[src/rtl/rop_pkg.sv]
package rop_pkg;

   typedef enum logic [1:0] {
      CMD_HOLD  = 2'b00,
      CMD_READ  = 2'b01,
      CMD_WRITE = 2'b10,
      CMD_DESEL = 2'b11
   } rop_cmd_e;

endpackage

[src/rtl/rop_enable_ctl.sv]
module rop_enable_ctl (
   input  logic clk,
   input  logic rst_n,
   input  logic mode_flow_n,
   input  logic mode_scd,
   input  logic is_read,
   input  logic is_write,
   input  logic is_desel,
   output logic drv_req
);

   logic en_q;

   // drive state as left by the last non-hold command
   always_ff @(posedge clk or negedge rst_n) begin
      if (!rst_n)
         en_q <= 1'b0;
      else if (is_read)
         en_q <= 1'b1;
      else if (is_write || is_desel)
         en_q <= 1'b0;
   end

   // drive request before write masking and output enable
   always_comb begin
      if (!rst_n)
         drv_req = 1'b0;
      else if (!mode_flow_n) begin
         if (is_read)
            drv_req = 1'b1;
         else if (is_write || is_desel)
            drv_req = 1'b0;
         else
            drv_req = en_q;
      end else begin
         if (mode_scd && is_desel)
            drv_req = 1'b0;
         else
            drv_req = en_q;
      end
   end

endmodule

[src/rtl/rop_data_stage.sv]
module rop_data_stage #(
   parameter int LANES  = 4,
   parameter int LANE_W = 9
) (
   input  logic                    clk,
   input  logic                    rst_n,
   input  logic                    mode_flow_n,
   input  logic                    load,
   input  logic [LANES*LANE_W-1:0] rd_data,
   output logic [LANES*LANE_W-1:0] src_data
);

   genvar g;
   generate
      for (g = 0; g < LANES; g++) begin : g_lane
         logic [LANE_W-1:0] q_r;

         always_ff @(posedge clk or negedge rst_n) begin
            if (!rst_n)
               q_r <= '0;
            else if (load)
               q_r <= rd_data[g*LANE_W +: LANE_W];
         end

         assign src_data[g*LANE_W +: LANE_W] =
            mode_flow_n ? q_r : rd_data[g*LANE_W +: LANE_W];
      end
   endgenerate

endmodule

[src/rtl/rop_lane_drv.sv]
module rop_lane_drv #(
   parameter int LANE_W = 9
) (
   input  logic              drive,
   input  logic [LANE_W-1:0] src,
   output logic [LANE_W-1:0] dq,
   output logic              oe
);

   assign oe = drive;
   assign dq = drive ? src : '0;

endmodule

[src/rtl/read_out_pipe.sv]
module read_out_pipe #(
   parameter int LANES  = 4,
   parameter int LANE_W = 9
) (
   input  logic                    clk,
   input  logic                    rst_n,
   input  logic                    mode_flow_n,
   input  logic                    mode_scd,
   input  logic                    oe_n,
   input  logic [1:0]              cap_cmd,
   input  logic [LANES*LANE_W-1:0] rd_data,
   output logic [LANES*LANE_W-1:0] dq_out,
   output logic [LANES-1:0]        dq_oe,
   output logic                    contention_err
);
   import rop_pkg::*;

   localparam int BUS_W = LANES * LANE_W;

   generate
      if (LANES < 1) begin : g_bad_lanes
         $error("read_out_pipe: LANES must be at least 1");
      end
      if (LANE_W < 1) begin : g_bad_width
         $error("read_out_pipe: LANE_W must be at least 1");
      end
   endgenerate

   rop_cmd_e          cmd;
   logic              is_read, is_write, is_desel;
   logic              drv_req, drive;
   logic [BUS_W-1:0]  src_data;

   assign cmd      = rop_cmd_e'(cap_cmd);
   assign is_read  = (cmd == CMD_READ);
   assign is_write = (cmd == CMD_WRITE);
   assign is_desel = (cmd == CMD_DESEL);

   rop_enable_ctl u_en (
      .clk         (clk),
      .rst_n       (rst_n),
      .mode_flow_n (mode_flow_n),
      .mode_scd    (mode_scd),
      .is_read     (is_read),
      .is_write    (is_write),
      .is_desel    (is_desel),
      .drv_req     (drv_req)
   );

   rop_data_stage #(.LANES(LANES), .LANE_W(LANE_W)) u_data (
      .clk         (clk),
      .rst_n       (rst_n),
      .mode_flow_n (mode_flow_n),
      .load        (is_read),
      .rd_data     (rd_data),
      .src_data    (src_data)
   );

   assign drive          = drv_req & ~is_write & ~oe_n;
   assign contention_err = drv_req &  is_write & ~oe_n;

   genvar g;
   generate
      for (g = 0; g < LANES; g++) begin : g_drv
         rop_lane_drv #(.LANE_W(LANE_W)) u_lane (
            .drive (drive),
            .src   (src_data[g*LANE_W +: LANE_W]),
            .dq    (dq_out[g*LANE_W +: LANE_W]),
            .oe    (dq_oe[g])
         );
      end
   endgenerate

endmodule

[config.mk]
export PLATFORM = sky130hd
export DESIGN_NAME = read_out_pipe
export DESIGN_NICKNAME = d
export VERILOG_FILES = /design/src/rtl/rop_pkg.sv /design/src/rtl/rop_enable_ctl.sv /design/src/rtl/rop_data_stage.sv /design/src/rtl/rop_lane_drv.sv /design/src/rtl/read_out_pipe.sv
export SDC_FILE = /design/constraint.sdc
export NUM_CORES = 1
export LEC_CHECK = 0
export BUFFER_PORTS_ARGS = -buffer_cell sky130_fd_sc_hd__buf_2
export CAP_MARGIN = 40
export CORE_MARGIN = 4
export CORE_UTILIZATION = 52
export DETAILED_ROUTE_END_ITERATION = 6
export PLACE_DENSITY = 0.86
export SLEW_MARGIN = 10
export SYNTH_ARGS = -nofsm -noshare
export SYNTH_HDL_FRONTEND = slang
export SYNTH_SLANG_ARGS = --single-unit
[constraint.sdc]
create_clock -name clk -period 2.2 [get_ports clk]
set_input_delay 0.44 -clock clk [delete_from_list [all_inputs] [get_ports clk]]
set_output_delay 0.44 -clock clk [all_outputs]
set_load 0.02 [all_outputs]
; ---- Yosys cells after proc, flatten, opt, wreduce, memory -nomap -nowiden
; Cells that the tools add are included.
[word_totals]
input_bits = 43
register_bits = 37
word_cells = 29
[classes]
mux = 13
n_bitwise = 6
eq_ne = 3
n_reduce_logical = 2
[ops]
columns = cell, count
row1 = 9-bit two-way mux, 8
row2 = 1-bit two-way mux, 5
row3 = 1-bit AND, 4
row4 = "2-bit equality test, second input constant", 2
row5 = "2-bit by 1-bit equality test with 1-bit output, second input constant", 1
row6 = 1-bit NOT, 2
row7 = 1-bit logical AND, 1
row8 = 1-bit logical OR, 1

; ---- Depth between registers and ports, before layout
[depth]
depth_word = 9
mapped_depth = 5
depth_no_buf = 3

; ---- Modules after synthesis
; Synthesis repeated with hierarchy kept, for this count alone.
[hier_totals]
cells_unflattened = 170
area_unflattened_um2 = 2454.9
[by_module_without_submodules]
columns = module, area_per_inst_um2, cells_each, instances
row1 = rop_data_stage, 2079.5, 116, 1
row2 = rop_lane_drv, 63.8, 10, 4
row3 = rop_enable_ctl, 73.8, 9, 1
row4 = read_out_pipe, 46.3, 5, 1

; ---- Least setup slack after synthesis
; Ideal clock, no wire load.
[synth_timing]
path_kind = input port to output port
startpoint = input mode_scd
endpoint = output dq_out[20]
path_slack_ns = 0.429
t_arrival_ns = 1.331
stages = 4
t_required_ns = 1.760
cell_sequence = and3b_1 -> o221ai_4 -> buf_6 -> nor2_1
[synth_via]
elab_chain_cells = 7
[synth_lines]
columns = element, line_no
row1 = "start, declared", read_out_pipe.sv:8  ; input logic mode_scd,
row2 = 1-bit logical AND, rop_enable_ctl.sv:36  ; if (mode_scd && is_desel)
row3 = 1-bit two-way mux, rop_enable_ctl.sv:36
row4 = 1-bit two-way mux, rop_enable_ctl.sv:28  ; else if (!mode_flow_n) begin
row5 = 1-bit two-way mux, rop_enable_ctl.sv:26  ; if (!rst_n)
row6 = 1-bit AND (2 in a row), read_out_pipe.sv:59  ; assign drive = drv_req & ~is_write & ~oe_n;
row7 = 9-bit two-way mux, rop_lane_drv.sv:11  ; assign dq = drive ? src : '0;
row8 = "end, declared", read_out_pipe.sv:12  ; output logic [LANES*LANE_W-1:0] dq_out,
; No other way between the ends.

; ---- Worst setup path in the final report
[layout_timing]
startpoint = input mode_flow_n
endpoint = output dq_out[13]
[layout_via]
elab_chain_cells = 5
[layout_lines]
columns = element, line_no
row1 = "start, declared", read_out_pipe.sv:7  ; input logic mode_flow_n,
row2 = 1-bit two-way mux, rop_enable_ctl.sv:28
row3 = 1-bit two-way mux, rop_enable_ctl.sv:26
row4 = 1-bit AND (2 in a row), read_out_pipe.sv:59
row5 = 9-bit two-way mux *, rop_lane_drv.sv:11
; Every way passes the cells marked *; elsewhere a longest branch is shown, timed or not.

==> impl_metrics.ini <==
[outcome]
status = finished clean

[critical_path]
cp.required_ps = 1760
arrival_ps = 1480
crit_fanout = 37
crit_type = in -> out
start_kind = input pin
endpoint_kind = output pin

[global_routing]
overflow = 0
grt_usage_pct = 16.6
grt_max_degree = 38
grt_pass1_vias = 1450
grt_pass1_wl_microns = 6580
antenna_found_initial = 0

[layout]
area_delta_synth_final_pct = 25.5
nets = 294
layout-drive-gt1-share_pct = 53.0
fillers = 308
stdcell_area_sq_um = 2550
utilization_pct = 68.5
final_common_cell = buf_2
final_cell_mix = buf_2, nor2_1, dfrtp_1
register_area_sq_um = 926
n_antenna_cell = 0
multi_input_area_sq_um = 976

[detailed_routing]
viasPerCell = 5.05
first_pass_iters = 2
drc_errors = 0
routed_wl_microns = 4050
drt-wirelength-per-cell_microns = 13.5
drt-initial-drc-count = 62
vias = 1511
postRouteAntennaNets = 0

[placement]
dp_slack_ps = 281
place_hpwl_microns = 3060
place_congestion = 0.786
place_area_sq_um = 2460
port_buffers = 83

[sta]
final-hold-violation-count = 0
skew_ps = 0
relSlewSlack_pct = 69.1
finalMaxSlewViolations = 0
period_minus_slack_ps = 1920
layout_setup_ws_ps = 281
finalSetupViolCount = 0
hold_ws_ps = 212
setup_tns_ps = 0
rsz0062_at_grt = no
max_freq_mhz = 521
post-route-period-util_pct = 87.2
tightest_slew_ps = 463

[yosys]
synth_nets = 213
syn_inst = 170
ys_types = 15
ys_ff_latch = 37
avgSynthCellArea_sq_um = 11.9
syn_area_sq_um = 2030
synth.area.top_cells = dfrtp_1, mux2_2, mux2i_1
synth_warnings = 0
ys_seq_area_share_pct = 45.6
synth.top_cell.area_share_pct = 45.6
synth_top_area_cell = dfrtp_1

[clocking]
cts_resized = 0
clkSinkCount = 37
cts_made_buffers = 5
clk_path_buf_depth = 2
clk_pin_slew_ps = 70
clk_latency_ps = 270
cts_hold_buf = 0
cts_setup_buffers = 0
cts_tree = yes
clockRootBuffer = clkbuf_8
htreeDepth = 2

[floorplanning]
initial_core_util_pct = 54.6
coreArea_sq_um = 3720
pin_count = 84
die_area_sq_um = 4970
row_count = 22
die_w_microns = 70.5
fp.dieH_microns = 70.5

[power]
p_leak_nw = 1.37
power_density_nw_per_um2 = 639
peakVddDrop_uv = 381

[flow_run]
drv_cap = 0

[worst_hold_path]
hold_class = in -> async
synthesized netlist by cell type, drive strengths merged:
cell type and instances:
mux2 36, o221ai 1, inv 2, nor2 39, dfrtp 37, buf 14
mux2i 36, and4 1, and2b 1, nand2 1, and3b 1, nor2b 1
worst paths after layout:
path | startpoint | end | slack [ps] | cells after the start
max | mode_flow_n | dq_out[13] | 280 | 6
min | rst_n | u_data.g_lane[3].q_r[0] | 210 | 2
max reg2reg | u_data.g_lane[3].q_r[2] | u_data.g_lane[3].q_r[2] | 1420 | 1
min reg2reg | u_data.g_lane[0].q_r[5] | u_data.g_lane[0].q_r[5] | 510 | 1
max in group asynchronous | rst_n | u_data.g_lane[0].q_r[4] | 1660 | 2
min in group clk | cap_cmd[1] | u_en.en_q | 330 | 2
per-layer routing:
metal	vias to the layer above	part of all wire, %	global-route usage [%]
met5	-	0	0
met4	0	1.1	5.11
met3	4	5.8	3.60
met2	39	54	30.0
met1	727	39	19.3
li1	741	-	-
critical path, cell delays in order:
cell and delay [ps]:
buf_2 160, and2b_1 220, o221ai_4 190, buf_12 220, nor2_1 70, buf_2 160
area by class of cell:
class	count	area share, %
repair buffers	88	19.3
well taps	48	2.36
flip-flops and latches	37	36.4
clock buffers	7	3.39
inverters	2	0.295
multi-input cells	117	38.3
power breakdown:
part	switching [W]	total [W]	internal, W
Combinational	0.000156	0.000339	0.000183
Clock	0.000212	0.000460	0.000248
Sequential	0.0000480	0.000827	0.000779
Total	0.000416	0.00163	0.00121
through the flow:
step	total power, W	cells
after floorplan	0.00107	170
after global placement	0.00117	292
after detailed placement	0.00119	292
after CTS	0.00165	299
after global routing	0.00172	299
final	0.00163	299
cells by family (layout without fill, tap and decap cells):
kind of cell	after synthesis	after routing	synth area share (%)
AND/OR/NAND/NOR	44	44	9.06
buffers and inverters	16	97	6.29
AO/OA/AOI/OAI	1	1	1.29
flip-flops	37	37	45.6
multiplexers	72	72	37.7
state kept, by name, indices dropped and copies added, names as in the netlist:
signal / cells
u_en.en_q: 1
u_data.g_lane.q_r: 36
No activity file was read; power rests on OpenSTA's default activity.
